--- config.mk ---
export PLATFORM = sky130hd
export DESIGN_NAME = iq_upconverter
export DESIGN_NICKNAME = d
export VERILOG_FILES = /design/src/rtl/iqu_pkg.sv /design/src/rtl/iqu_strobe.sv /design/src/rtl/iqu_fifo.sv /design/src/rtl/iqu_interp.sv /design/src/rtl/iqu_carrier.sv /design/src/rtl/iqu_mixer.sv /design/src/rtl/iq_upconverter.sv
export SDC_FILE = /design/constraint.sdc
export NUM_CORES = 2
export LEC_CHECK = 0
export BUFFER_PORTS_ARGS = -buffer_cell sky130_fd_sc_hd__buf_4
export CAP_MARGIN = 20
export CORE_ASPECT_RATIO = 0.75
export CORE_MARGIN = 2
export CORE_UTILIZATION = 51
export CTS_CLUSTER_SIZE = 24
export DETAILED_ROUTE_END_ITERATION = 10
export PLACE_DENSITY = 0.67
export SYNTH_ARGS = -nofsm -noshare
export SYNTH_HDL_FRONTEND = slang
export SYNTH_SLANG_ARGS = --single-unit
--- constraint.sdc ---
create_clock -name clk -period 45 [get_ports clk]
set_input_delay 9 -clock clk [delete_from_list [all_inputs] [get_ports clk]]
set_output_delay 9 -clock clk [all_outputs]
set_load 0.005 [all_outputs]
--- src/rtl/iqu_pkg.sv ---
package iqu_pkg;

  localparam int SAMP_W    = 16;  // baseband sample width
  localparam int COEF_W    = 16;  // carrier coefficient width (table scaled to 32767)
  localparam int CAR_IDX_W = 5;   // 32 carrier points per period (table is fixed to this)

  typedef struct packed {
    logic signed [SAMP_W-1:0] i;
    logic signed [SAMP_W-1:0] q;
  } iq_t;

  localparam logic signed [SAMP_W-1:0] FS_POS = {1'b0, {(SAMP_W-1){1'b1}}};

  localparam iq_t CARRIER_ONLY = '{i: FS_POS, q: '0};

  // Quarter-wave sine, 32767 * sin(k * pi / 16) rounded, k = 0..8
  function automatic logic signed [COEF_W-1:0] quarter_sine(input logic [3:0] k);
    logic signed [COEF_W-1:0] v;
    case (k)
      4'd0:    v = 16'sd0;
      4'd1:    v = 16'sd6393;
      4'd2:    v = 16'sd12539;
      4'd3:    v = 16'sd18204;
      4'd4:    v = 16'sd23170;
      4'd5:    v = 16'sd27245;
      4'd6:    v = 16'sd30273;
      4'd7:    v = 16'sd32137;
      default: v = 16'sd32767;
    endcase
    return v;
  endfunction

endpackage

--- src/rtl/iqu_strobe.sv ---
module iqu_strobe #(
  parameter int DIV = 50
) (
  input  logic clk,
  input  logic rst,
  output logic tick
);
  localparam int CW = (DIV > 2) ? $clog2(DIV) : 1;
  localparam logic [CW-1:0] LAST = CW'(DIV - 1);

  logic [CW-1:0] cnt;

  assign tick = (cnt == LAST);

  always_ff @(posedge clk) begin
    if (rst)       cnt <= '0;
    else if (tick) cnt <= '0;
    else           cnt <= cnt + CW'(1);
  end

  // a strobe never lasts two cycles
  a_r1_single_pulse: assert property (@(posedge clk) disable iff (rst)
    tick |=> !tick);

endmodule

--- src/rtl/iqu_fifo.sv ---
module iqu_fifo #(
  parameter int DEPTH = 4,
  parameter int W     = 32
) (
  input  logic         clk,
  input  logic         rst,
  input  logic         wr_en,
  input  logic [W-1:0] wr_data,
  input  logic         rd_en,
  output logic [W-1:0] rd_data,
  output logic         empty,
  output logic         full
);
  localparam int AW = (DEPTH > 1) ? $clog2(DEPTH) : 1;
  localparam int CW = $clog2(DEPTH + 1);
  localparam logic [AW-1:0] PTR_LAST = AW'(DEPTH - 1);
  localparam logic [CW-1:0] CNT_FULL = CW'(DEPTH);

  logic [W-1:0]  mem [DEPTH];
  logic [AW-1:0] wp, rp;
  logic [CW-1:0] cnt;
  logic          push, pop;

  assign full    = (cnt == CNT_FULL);
  assign empty   = (cnt == '0);
  assign push    = wr_en && !full;   // a write while full is dropped
  assign pop     = rd_en && !empty;
  assign rd_data = mem[rp];

  always_ff @(posedge clk) begin
    if (push) mem[wp] <= wr_data;
  end

  always_ff @(posedge clk) begin
    if (rst) begin
      wp  <= '0;
      rp  <= '0;
      cnt <= '0;
    end else begin
      if (push) wp <= (wp == PTR_LAST) ? '0 : wp + AW'(1);
      if (pop)  rp <= (rp == PTR_LAST) ? '0 : rp + AW'(1);
      case ({push, pop})
        2'b10:   cnt <= cnt + CW'(1);
        2'b01:   cnt <= cnt - CW'(1);
        default: cnt <= cnt;
      endcase
    end
  end

  // occupancy never exceeds the depth
  a_r7_no_overflow: assert property (@(posedge clk) disable iff (rst)
    cnt <= CNT_FULL);

  // a write offered while full leaves the store untouched
  a_r7_drop_when_full: assert property (@(posedge clk) disable iff (rst)
    (wr_en && full && !rd_en) |=> full && $stable(wp));

endmodule

--- src/rtl/iqu_interp.sv ---
module iqu_interp
  import iqu_pkg::*;
#(
  parameter int PH_BITS = 6
) (
  input  logic clk,
  input  logic rst,
  input  logic adv,
  input  logic fifo_empty,
  input  iq_t  fifo_data,
  output logic pop,
  output iq_t  cur
);
  localparam int PW = SAMP_W + PH_BITS + 2;

  iq_t               ep_a, ep_b;
  logic [PH_BITS-1:0] phase;
  logic               wrap;

  function automatic logic signed [SAMP_W-1:0] lerp(
    input logic signed [SAMP_W-1:0] x0,
    input logic signed [SAMP_W-1:0] x1,
    input logic [PH_BITS-1:0]       f
  );
    logic signed [SAMP_W:0] d;
    logic signed [PW-1:0]   p;
    d = $signed({x1[SAMP_W-1], x1}) - $signed({x0[SAMP_W-1], x0});
    p = PW'(d) * PW'($signed({1'b0, f}));
    p = p >>> PH_BITS;
    return x0 + p[SAMP_W-1:0];
  endfunction

  assign wrap  = adv && (phase == '1);
  assign pop   = wrap && !fifo_empty;
  assign cur.i = lerp(ep_a.i, ep_b.i, phase);
  assign cur.q = lerp(ep_a.q, ep_b.q, phase);

  always_ff @(posedge clk) begin
    if (rst) begin
      ep_a  <= CARRIER_ONLY;
      ep_b  <= CARRIER_ONLY;
      phase <= '0;
    end else if (adv) begin
      phase <= phase + PH_BITS'(1);
      if (wrap) begin
        ep_a <= ep_b;
        ep_b <= fifo_empty ? CARRIER_ONLY : fifo_data;
      end
    end
  end

  // the fraction moves only on a sample strobe
  a_r4_phase_hold: assert property (@(posedge clk) disable iff (rst)
    !adv |=> $stable(phase));

  // at the wrap the newer endpoint becomes the older one
  a_r4_endpoint_shift: assert property (@(posedge clk) disable iff (rst)
    wrap |=> (phase == '0) && (ep_a == $past(ep_b)));

  // starvation loads a full-scale, zero-quadrature endpoint
  a_r8_underflow_carrier: assert property (@(posedge clk) disable iff (rst)
    (wrap && fifo_empty) |=> (ep_b.i == FS_POS) && (ep_b.q == '0));

endmodule

--- src/rtl/iqu_carrier.sv ---
module iqu_carrier
  import iqu_pkg::*;
(
  input  logic                     clk,
  input  logic                     rst,
  input  logic                     adv,
  output logic signed [COEF_W-1:0] cos_c,
  output logic signed [COEF_W-1:0] sin_c
);
  localparam int QW = CAR_IDX_W - 2;            // index bits inside one quadrant
  localparam logic [CAR_IDX_W-1:0] QUARTER = CAR_IDX_W'(2 ** QW);

  logic [CAR_IDX_W-1:0] idx;

  function automatic logic signed [COEF_W-1:0] sine_at(input logic [CAR_IDX_W-1:0] j);
    logic [3:0] k, kr;
    k  = 4'(j[QW-1:0]);
    kr = 4'(2 ** QW) - k;
    case (j[CAR_IDX_W-1 -: 2])
      2'd0:    return quarter_sine(k);
      2'd1:    return quarter_sine(kr);
      2'd2:    return -quarter_sine(k);
      default: return -quarter_sine(kr);
    endcase
  endfunction

  assign sin_c = sine_at(idx);
  assign cos_c = sine_at(idx + QUARTER);

  always_ff @(posedge clk) begin
    if (rst)      idx <= '0;
    else if (adv) idx <= idx + CAR_IDX_W'(1);
  end

  // one carrier step per output sample
  a_r3_index_step: assert property (@(posedge clk) disable iff (rst)
    adv |=> idx == $past(idx) + CAR_IDX_W'(1));

  // no step without a strobe
  a_r3_index_hold: assert property (@(posedge clk) disable iff (rst)
    !adv |=> $stable(idx));

endmodule

--- src/rtl/iqu_mixer.sv ---
module iqu_mixer
  import iqu_pkg::*;
#(
  parameter int OUT_W = 8
) (
  input  logic                     clk,
  input  logic                     rst,
  input  logic                     load,
  input  iq_t                      smp,
  input  logic signed [COEF_W-1:0] cos_c,
  input  logic signed [COEF_W-1:0] sin_c,
  output logic [OUT_W-1:0]         dac_out,
  output logic                     dac_strobe
);
  localparam int PROD_W = SAMP_W + COEF_W;
  localparam int SUM_W  = PROD_W + 1;
  localparam logic signed [SUM_W-1:0] SAT_HI = SUM_W'((2 ** (SAMP_W - 1)) - 1);
  localparam logic signed [SUM_W-1:0] SAT_LO = -SUM_W'(2 ** (SAMP_W - 1));
  localparam logic [OUT_W-1:0] MID_CODE = {1'b1, {(OUT_W-1){1'b0}}};

  logic signed [PROD_W-1:0] p_c, p_s;
  logic signed [SUM_W-1:0]  sum, scaled;
  logic signed [SAMP_W-1:0] sat;
  logic [OUT_W-1:0]         code;

  always_comb begin
    p_c    = PROD_W'(smp.i) * PROD_W'(cos_c);
    p_s    = PROD_W'(smp.q) * PROD_W'(sin_c);
    sum    = SUM_W'(p_c) - SUM_W'(p_s);
    scaled = sum >>> (COEF_W - 1);
    if (scaled > SAT_HI)      sat = SAT_HI[SAMP_W-1:0];
    else if (scaled < SAT_LO) sat = SAT_LO[SAMP_W-1:0];
    else                      sat = scaled[SAMP_W-1:0];
    code = {~sat[SAMP_W-1], sat[SAMP_W-2 -: OUT_W-1]};
  end

  always_ff @(posedge clk) begin
    if (rst) begin
      dac_out    <= MID_CODE;
      dac_strobe <= 1'b0;
    end else begin
      dac_strobe <= load;
      if (load) dac_out <= code;
    end
  end

  // the DAC code holds between strobes
  a_r2_hold_between: assert property (@(posedge clk) disable iff (rst)
    !load |=> $stable(dac_out));

  // the strobe marks exactly the cycle after a load
  a_r2_strobe_follows: assert property (@(posedge clk) disable iff (rst)
    load |=> dac_strobe);

endmodule

--- src/rtl/iq_upconverter.sv ---
module iq_upconverter
  import iqu_pkg::*;
#(
  parameter int DIV        = 50,
  parameter int FIFO_DEPTH = 4,
  parameter int PH_BITS    = 6,
  parameter int OUT_W      = 8
) (
  input  logic              clk,
  input  logic              rst,
  input  logic              in_valid,
  output logic              in_ready,
  input  logic [SAMP_W-1:0] in_i,
  input  logic [SAMP_W-1:0] in_q,
  output logic [OUT_W-1:0]  dac_out,
  output logic              dac_strobe
);
  localparam int PAIR_W = $bits(iq_t);

  logic               tick;
  logic               fifo_empty, fifo_full, pop;
  logic [PAIR_W-1:0]  fifo_rd;
  iq_t                cur;
  logic signed [COEF_W-1:0] cos_c, sin_c;

  assign in_ready = !fifo_full;

  iqu_strobe #(.DIV(DIV)) u_strobe (
    .clk (clk),
    .rst (rst),
    .tick(tick)
  );

  iqu_fifo #(.DEPTH(FIFO_DEPTH), .W(PAIR_W)) u_fifo (
    .clk    (clk),
    .rst    (rst),
    .wr_en  (in_valid),
    .wr_data({in_i, in_q}),
    .rd_en  (pop),
    .rd_data(fifo_rd),
    .empty  (fifo_empty),
    .full   (fifo_full)
  );

  iqu_interp #(.PH_BITS(PH_BITS)) u_interp (
    .clk       (clk),
    .rst       (rst),
    .adv       (tick),
    .fifo_empty(fifo_empty),
    .fifo_data (iq_t'(fifo_rd)),
    .pop       (pop),
    .cur       (cur)
  );

  iqu_carrier u_carrier (
    .clk  (clk),
    .rst  (rst),
    .adv  (tick),
    .cos_c(cos_c),
    .sin_c(sin_c)
  );

  iqu_mixer #(.OUT_W(OUT_W)) u_mixer (
    .clk       (clk),
    .rst       (rst),
    .load      (tick),
    .smp       (cur),
    .cos_c     (cos_c),
    .sin_c     (sin_c),
    .dac_out   (dac_out),
    .dac_strobe(dac_strobe)
  );

  // no pair is taken from the FIFO while it is empty
  a_r7_no_pop_empty: assert property (@(posedge clk) disable iff (rst)
    fifo_empty |-> !pop);

endmodule

==> flow_summary.json <==
{
  "synth-seq-cells": 242,
  "post_dp_cell_area_um2": 41600,
  "p_total_mw": 0.466,
  "rsz0062_at_grt": "false",
  "row_count": 88,
  "synth_edf_count": 128,
  "crit_type": "reg2reg",
  "crit_family": "adder cells",
  "pwr-share-seq_pct": 51.4,
  "cts_resized": 0,
  "cts_sinks": 242,
  "synth_flop_cell": "edfxtp_1",
  "io_pins": 45,
  "initial_core_util_pct": 51.8,
  "die_y_um": 246,
  "ir_worst_vdd_mv": 0.0416,
  "grt_start_max_net_pins": 106,
  "critPathCaptureType": "register",
  "place_ws_ns": 27.85,
  "cellPowerDensity_nw_per_um2": 11.0,
  "drc": 0,
  "grt_pass1_wl_um": 168000,
  "max_stage_delay_ns": 0.87,
  "critPathRequiredTime_ns": 45.44,
  "gr-usage-met3_pct": 5.09,
  "wirelength_um": 102000,
  "critPathBufInv": 8,
  "fillers": 6955,
  "async_flop_share_pct": 0,
  "slew_viol_final": 0,
  "syn_to_final_growth_pct": 6.38,
  "vias": 28800,
  "drive_gt1_share_pct": 6.05,
  "syn_nets": 5354,
  "grt_pass1_vias": 29300,
  "yosysSeqAreaShare_pct": 15.3,
  "antenna_found_initial": 3,
  "fin_crit_sh_pct": 38.8,
  "io_buffers": 44,
  "cts.hold.buffers_added": 0,
  "dr.pass1.iters": 5,
  "cts_buffers": 27,
  "finalNonFillerCells": 5316,
  "cp_max_fo": 13,
  "critical_path.most_common_cell": "fa_1",
  "p_clk_share_pct": 45.4,
  "p_leak_nw": 20.0,
  "slew_headroom_pct": 23.8,
  "period_needed_ns": 17.44,
  "clk_pin_slew_worst_paths_ns": 0.06,
  "critPathArrivalTime_ns": 17.88,
  "switchingPower_mw": 0.103,
  "clkLatencyLatePin_ns": 0.58,
  "synthTopCellsByArea": "fa_1 (36%), ha_1 (11%), edfxtp_1 (9.6%)",
  "viasPerCell": 5.41,
  "crit_slowest_cell": "o311ai_0",
  "synth_cell_types": 95,
  "track_usage_pct": 26.7,
  "netlist.top_cell.by_area": "fa_1",
  "wire_per_inst_um": 19.2,
  "syn_inst": 4259,
  "worst_slew_pin_slew_ns": 1.14,
  "yosys_warnings": 0,
  "cp-start-kind": "register",
  "coreArea_um2": 77200,
  "cts_setup_buffers": 0,
  "met1_usage_pct": 42.5,
  "finalNetCount": 5356,
  "tns_ns": 0,
  "pwr-share-comb_pct": 3.1,
  "synth_top_area_share_pct": 35.6,
  "status": "finished clean",
  "finalHoldViolCount": 0,
  "die-area_um2": 80600,
  "holdCritPathClass": "reg2reg",
  "hpwlAfterDp_um": 84700,
  "dp.cells": 5265,
  "cts_tree": "built",
  "grt_busiest_layer": "met1",
  "post-route-util_pct": 55.1,
  "htreeDepth": 1,
  "design_area_um2": 42500,
  "diodes": 0,
  "clock_skew_ns": 0.0145,
  "fmax_mhz": 57.3,
  "cts_max_path_buffers": 3,
  "overflow": 0,
  "postRouteAntennaNets": 0,
  "finalWeightedCongestion": 0.910,
  "clockRootBuffer": "clkbuf_16",
  "sw_frac_of_total_pct": 22.2,
  "cap_violations": 0,
  "synth_common_cells": "inv_1 (885), fa_1 (711), nand2_1 (469), ha_1 (349), nor2_1 (303)",
  "dr.first_iter.drc_count": 2360,
  "die_w_um": 327,
  "avgSynthCellArea_um2": 9.38,
  "setup_violations": 0,
  "worst_hold_slack_ns": 0.454,
  "netlist_area_um2": 40000,
  "fin_ws_ns": 27.56,
  "synth.most_common_cell": "inv_1",
  "cell_internal_pwr_mw": 0.362,
  "grtUsageMet2_pct": 38.2
}
==> logic make-up after synthesis <==
kind of cell	share of synthesized area (%)
AND/OR/NAND/NOR	15.4
adder cells (fa/ha/maj)	46.5
buffers and inverters	9.73
AO/OA/AOI/OAI	7.35
flip-flops	15.3
XOR/XNOR	3.38
multiplexers	2.22
==> layer usage <==
layer,vias to the layer above,share of wire [%]
met2,961,40
met3,72,8.9
met1,14500,49
met5,-,0
li1,13200,-
met4,0,1.2
==> sequential cells by signal (all words and copies together), names as in the netlist, 2 cells and up, named ones only <==
name,cells
u_fifo.mem,128
u_strobe.cnt,6
u_fifo.wp,2
u_fifo.cnt,3
u_carrier.idx,5
u_mixer.dac_out,8
u_fifo.rp,2
u_interp.ep_a,32
u_interp.ep_b,32
u_interp.phase,6
==> worst paths after layout <==
| path | from | to | slack [ns] | cells after the start |
|---|---|---|---|---|
| min reg2reg | u_mixer.dac_out[3] | u_mixer.dac_out[3] | 0.45 | 2 |
| max | u_interp.ep_a[1] | u_mixer.dac_out[1] | 27.56 | 58 |
| min | u_mixer.dac_out[3] | u_mixer.dac_out[3] | 0.45 | 2 |
| max reg2reg | u_interp.ep_a[1] | u_mixer.dac_out[1] | 27.56 | 58 |
==> layout by cell type, fill, tap and decap left out, drive strengths merged, types with 13 or more instances in the layout <==
cell,synthesis,routed
nor3,55,55
nor2b,87,87
nor2,303,303
fa,711,711
o22ai,19,19
or3,17,17
o211ai,15,15
xnor2,97,97
o21ai,95,95
clkbuf,119,33
dfxtp,114,114
edfxtp,128,128
a22oi,19,19
nand2b,63,63
inv,887,889
nand4,13,13
buf,22,114
a21boi,16,16
or2,17,17
mux4,34,34
nand2,469,469
and3,14,14
clkinv,4,13
and2,186,186
nand3,32,32
xor2,52,52
a21o,27,27
a21oi,115,115
nand3b,15,15
ha,349,349
o21a,19,19
==> cell type report <==
class / count / area [um2] / share of cell area, %
clock buffers: 33 / 708 / 1.67
clock inverters: 16 / 136 / 0.321
inverters: 891 / 3340 / 7.87
multi-input cells: 2985 / 30000 / 70.7
flip-flops and latches: 242 / 6130 / 14.4
well taps: 1035 / 1290 / 3.05
repair buffers: 114 / 856 / 2.01
==> power groups by stage <==
| stage | Sequential [mW] | Clock [mW] | Combinational [mW] |
|---|---|---|---|
| final | 0.240 | 0.212 | 0.0146 |
| after global routing | 0.240 | 0.225 | 0.0159 |
| after CTS | 0.240 | 0.216 | 0.0147 |
| after detailed placement | 0.244 | 0 | 0.0147 |
| after global placement | 0.244 | 0 | 0.0144 |
| after floorplan | 0.244 | 0 | 0.00730 |
==> worst reg2reg max path: cells and delay by family (launching register included) <==
| kind | cells | cell delay, ns |
|---|---|---|
| buffers and inverters | 8 | 0.73 |
| adder cells (fa/ha/maj) | 16 | 6.94 |
| AND/OR/NAND/NOR | 11 | 2.30 |
| AO/OA/AOI/OAI | 21 | 6.31 |
| XOR/XNOR | 2 | 0.62 |
| flip-flops | 1 | 0.39 |
Power figures use the tool's default switching activity.
